### src/rtl/dcd_pkg.sv
package dcd_pkg;

  // Next-state selection of the loadable counter, highest priority first.
  typedef enum logic [1:0] {
    ACT_HOLD  = 2'd0,
    ACT_COUNT = 2'd1,
    ACT_LOAD  = 2'd2,
    ACT_CLEAR = 2'd3
  } cnt_act_e;

  function automatic cnt_act_e pick_action(
    input logic clr_n,
    input logic ld_n,
    input logic en_p,
    input logic en_t
  );
    if (!clr_n)            return ACT_CLEAR;
    else if (!ld_n)        return ACT_LOAD;
    else if (en_p && en_t) return ACT_COUNT;
    else                   return ACT_HOLD;
  endfunction

endpackage

### src/rtl/dcd_counter.sv
module dcd_counter
  import dcd_pkg::*;
#(
  parameter int W = 4
) (
  input  logic         clk,
  input  logic         rst,
  input  logic         clr_n,
  input  logic         ld_n,
  input  logic [W-1:0] ld_val,
  input  logic         en_p,
  input  logic         en_t,
  output logic [W-1:0] q,
  output logic         rco
);

  localparam logic [W-1:0] ZERO = '0;
  localparam logic [W-1:0] ONE  = W'(1);

  cnt_act_e act;

  always_comb begin
    act = pick_action(clr_n, ld_n, en_p, en_t);
  end

  always_ff @(posedge clk) begin
    if (rst) begin
      q <= ZERO;
    end else begin
      case (act)
        ACT_CLEAR: q <= ZERO;
        ACT_LOAD:  q <= ld_val;
        ACT_COUNT: q <= q + ONE;
        default:   q <= q;
      endcase
    end
  end

  // Carry marks the all-ones state, gated by the trickle enable.
  assign rco = en_t & (&q);

endmodule

### src/rtl/dcd_terminal.sv
module dcd_terminal #(
  parameter int           W    = 4,
  parameter logic [W-1:0] MASK = 4'b1001
) (
  input  logic [W-1:0] q,
  output logic         term_n
);

  // Partial decode: only the bits set in MASK take part, the rest are forced true.
  logic [W-1:0] masked;

  always_comb begin
    masked = q | ~MASK;
    term_n = ~(&masked);
  end

endmodule

### src/rtl/dcd_decoder.sv
module dcd_decoder #(
  parameter int W = 4,
  parameter int N = 1 << W
) (
  input  logic [W-1:0] sel,
  input  logic         g1_n,
  input  logic         g2_n,
  output logic [N-1:0] y_n
);

  logic en;
  assign en = ~g1_n & ~g2_n;

  for (genvar i = 0; i < N; i++) begin : g_line
    assign y_n[i] = ~(en && (sel == W'(i)));
  end

endmodule

### src/rtl/decade_onehot_counter.sv
module decade_onehot_counter #(
  parameter int CNT_W   = 4,
  parameter int MODULUS = 10
) (
  input  logic                  clk,
  input  logic                  rst,
  input  logic                  clr_n,
  input  logic                  ld_n,
  input  logic [CNT_W-1:0]      ld_val,
  input  logic                  en_p,
  input  logic                  en_t,
  input  logic                  dec_g1_n,
  input  logic                  dec_g2_n,
  output logic [CNT_W-1:0]      count,
  output logic                  carry,
  output logic [(1<<CNT_W)-1:0] dec_n,
  output logic [MODULUS-1:0]    digit
);

  localparam int           DEC_N     = 1 << CNT_W;
  localparam logic [CNT_W-1:0] TERM_MASK = CNT_W'(MODULUS - 1);

  logic term_n;
  logic load_n_all;

  dcd_terminal #(
    .W    (CNT_W),
    .MASK (TERM_MASK)
  ) u_term (
    .q      (count),
    .term_n (term_n)
  );

  // Both load sources are active low and share one wired-AND load line.
  assign load_n_all = ld_n & term_n;

  dcd_counter #(
    .W (CNT_W)
  ) u_cnt (
    .clk    (clk),
    .rst    (rst),
    .clr_n  (clr_n),
    .ld_n   (load_n_all),
    .ld_val (ld_val),
    .en_p   (en_p),
    .en_t   (en_t),
    .q      (count),
    .rco    (carry)
  );

  dcd_decoder #(
    .W (CNT_W),
    .N (DEC_N)
  ) u_dec (
    .sel  (count),
    .g1_n (dec_g1_n),
    .g2_n (dec_g2_n),
    .y_n  (dec_n)
  );

  for (genvar k = 0; k < MODULUS; k++) begin : g_digit
    assign digit[k] = ~dec_n[k];
  end

endmodule

### config.mk
export PLATFORM = sky130hd
export DESIGN_NAME = decade_onehot_counter
export DESIGN_NICKNAME = d
export VERILOG_FILES = /design/src/rtl/dcd_pkg.sv /design/src/rtl/dcd_counter.sv /design/src/rtl/dcd_terminal.sv /design/src/rtl/dcd_decoder.sv /design/src/rtl/decade_onehot_counter.sv
export SDC_FILE = /design/constraint.sdc
export NUM_CORES = 1
export LEC_CHECK = 0
export ABC_AREA = 1
export BUFFER_PORTS_ARGS = -buffer_cell sky130_fd_sc_hd__clkbuf_2
export CAP_MARGIN = 10
export CORE_MARGIN = 2
export CORE_UTILIZATION = 37
export CTS_CLUSTER_SIZE = 14
export DETAILED_ROUTE_END_ITERATION = 16
export PLACE_DENSITY = 0.77
export SLEW_MARGIN = 20
export SYNTH_ARGS = -nofsm -noshare
export SYNTH_HDL_FRONTEND = slang
export SYNTH_SLANG_ARGS = --single-unit
export TNS_END_PERCENT = 30
### constraint.sdc
create_clock -name clk -period 2.3 [get_ports clk]
set_clock_uncertainty 0.15 [all_clocks]
set_input_delay 0.46 -clock clk [delete_from_list [all_inputs] [get_ports clk]]
set_output_delay 0.46 -clock clk [all_outputs]
set_load 0.02 [all_outputs]
==> flow_metrics.py <==
metrics = {
    "die": {
        "ios": 43,
        "die_h_um": 41.55,
        "fp.dieW_um": 41.55,
        "start_util": 0.4010,
        "dieArea_sq_um": 1726,
        "num_rows": 13,
        "core-area_sq_um": 1301,
    },
    "worst_setup_path": {
        "critPathSlowestCell": "dfxtp_1",
        "crit_type": "reg -> out",
        "required_ps": 1690,
        "path_max_fanout": 8,
        "timing.critical_path.buf_inv": 4,
        "critPathLaunchType": "flip-flop",
        "path_cells": "ha_1 -> inv_1 -> nor2_4 -> inv_2 -> nor2_2 -> inv_1 -> clkbuf_2",
        "critPathCaptureType": "output pin",
        "crit_top_cell": "inv_1",
        "crit_arrival_ps": 1530,
        "critPathMaxStageDelay_ps": 470,
        "critPathTopFamily": "flip-flops",
    },
    "pwr": {
        "pwr-share-clk": 0.379,
        "vdd_drop_max_v": 0.0003747,
        "p_seq_frac": 0.348,
        "p_per_area_nw_per_um2": 284.5,
        "power_mw": 0.2200,
        "switchingPower_mw": 0.06707,
        "power_frac_comb": 0.272,
        "internal-power_mw": 0.1529,
        "power_leakage_nw": 0.4304,
        "switching_share": 0.3049,
    },
    "synthesis": {
        "synthTopCellsByArea": "nand2_1 19%, inv_1 17%, ha_1 17%, dfxtp_1 15%, nor2_1 10%",
        "synth_top_family_by_area": "simple AND/OR/NAND/NOR gates",
        "synth_fa_ha_area_frac": 0.1679,
        "ys_seq_elements": 4,
        "yosys-top-cells-count": "26 x nand2_1, 24 x inv_1, 14 x nor2_1, 7 x ha_1, 5 x a21oi_1",
        "synth_nets": 114,
        "yosys_warnings": 0,
        "yosysMostFrequentCell": "nand2_1",
        "synth_top_area_cell": "nand2_1",
        "synthFlopType": "dfxtp_1",
        "synth.avg_cell_area_sq_um": 5.492,
        "syn_area_sq_um": 521.8,
        "async_flop_share": 0,
        "syn_inst": 95,
        "synth_seq_area_share": 0.1535,
        "synth-xor-area-share": 0,
        "synth_cell_types": 14,
        "synth_edf_count": 0,
        "synth_mux_area_frac": 0,
        "synth_top_cell_area_share": 0.1871,
        "synth_compound_area_frac": 0.1103,
        "synthSimpleGateAreaFrac": 0.3741,
    },
    "sta": {
        "rsz0062_at_grt": "false",
        "finalSetupViolations": 0,
        "finalMaxSlewViolations": 0,
        "tns_ps": 0,
        "min_period_over_period": 0.9283,
        "fmax_mhz": 468.4,
        "fin_crit_ps": 2135,
        "final-hold-violation-count": 0,
        "worst-slew-pin-transition_ps": 322.5,
        "relSlewSlack": 0.7840,
    },
    "routing": {
        "drt-initial-drc-count": 13,
        "via_per_inst": 4.458,
        "num_vias": 691,
        "wl_per_cell_um": 8.600,
        "route.detailed.drc": 0,
        "dr.pass1.iters": 3,
        "wl_um": 1333,
        "ant_nets": 0,
    },
    "clock_network": {
        "cts_setup_buffers": 0,
        "cts_buffer_depth": 2,
        "cts_root_buf": "clkbuf_4",
        "cts_inserted_buffers": 3,
        "cts_tree": "yes",
        "clkSinkCount": 4,
        "cts_resized": 0,
        "cts_hold_buf": 0,
        "clk_latency_ps": 230,
        "cts_max_level": 1,
        "clk_pin_slew_worst_paths_ps": 40,
    },
    "global_routing": {
        "grt_util_all_layers": 0.1749,
        "grt_max_degree": 9,
        "grt_first_pass_wirelength_um": 2470,
        "grt_pass1_vias": 628,
        "antenna_found_initial": 0,
        "overflow": 0,
    },
    "placement": {
        "io_buffers": 42,
        "gp_congestion": 0.8165,
        "hpwlAfterDp_um": 1206,
        "dp.cells": 152,
    },
    "layout": {
        "regMostFlops": "u_cnt.q",
        "layout-drive-gt1-share": 0.3714,
        "nets": 161,
        "reg.largest.list": "u_cnt.q (4)",
        "n_fill_cell": 142,
        "num_antenna_cells": 0,
        "largest_reg_flops": 4,
        "utilization": 0.5942,
        "final_cells": 155,
        "syn2layout_area_growth_pct": 48.20,
    },
    "run": {
        "cap_violations": 0,
    },
    "min_path": {
        "hold_path_class": "in -> reg",
    },
    "status": {
        "status": "completed",
    },
}
[final timing paths]
path                            depth (start not counted)  startpoint  slack, ps         end
worst max-delay path                                    7  u_cnt.q[0]        160    dec_n[7]
worst min-delay path                                    2         rst        290  u_cnt.q[3]
worst max register to register                         10  u_cnt.q[0]        410  u_cnt.q[2]
worst min register to register                          2  u_cnt.q[3]        400  u_cnt.q[3]
[worst reg2reg max path: cells and delay by family, from the launching register on]
kind,cells,cell delay (ps)
adder cells (fa/ha/maj),1,220
AO/OA/AOI/OAI,5,640
flip-flops,1,470
buffers and inverters,2,190
AND/OR/NAND/NOR,2,120
[cells by family after synthesis]
| family | Yosys count |
|---|---|
| AO/OA/AOI/OAI | 10 |
| flip-flops | 4 |
| buffers and inverters | 27 |
| adder cells (fa/ha/maj) | 7 |
| AND/OR/NAND/NOR | 47 |
[cell type report]
| cell class | count | area [sq um] | share of cell area |
|---|---|---|---|
| Multi-Input combinational cell | 64 | 340.3 | 0.4401 |
| Tap cell | 15 | 18.77 | 0.02427 |
| Inverter | 27 | 101.3 | 0.1311 |
| Timing Repair Buffer | 42 | 210.2 | 0.2718 |
| Sequential cell | 4 | 80.08 | 0.1036 |
| Clock buffer | 3 | 22.52 | 0.02913 |
[power by group through the flow]
stage / Clock, mW / Sequential [mW] / Combinational [mW]
4_1_cts: 0.0876 / 0.0767 / 0.0607
2_1_floorplan: 0 / 0.0793 / 0.0346
5_1_grt: 0.0940 / 0.0771 / 0.0690
6_report: 0.0835 / 0.0766 / 0.0599
3_5_place_dp: 0 / 0.0778 / 0.0605
3_3_place_gp: 0 / 0.0777 / 0.0583
[routing by layer]
metal  up-vias  global-route usage  share of wire
met1       287              0.2000           0.42
met4         0             0.03871              0
met2        34              0.3031           0.47
met3         0             0.06957           0.11
li1        370                   -              -
met5         -                   0              0
[through the flow]
stage	setup WS [ps]	instance area, sq um	hold WS (ps)
after floorplan	307.9	521.8	379.1
after global routing	80.62	773.2	288.3
after detailed placement	362.1	750.7	396.3
after CTS	159.8	773.2	284.3
after global placement	421.0	750.7	388.3
final	164.9	773.2	291.3
[placed cells by master, fill, tap and decap left out]
master    count
a21boi_0      1
a21oi_1       5
a22o_1        1
a31oi_1       1
clkbuf_2     42
clkbuf_4      3
dfxtp_1       4
ha_1          7
inv_1        24
inv_2         3
nand2_1      26
nand3_1       3
nor2_1       14
nor2_2        3
nor2_4        1
o21ai_0       2
(Power assumes the default switching activity.)
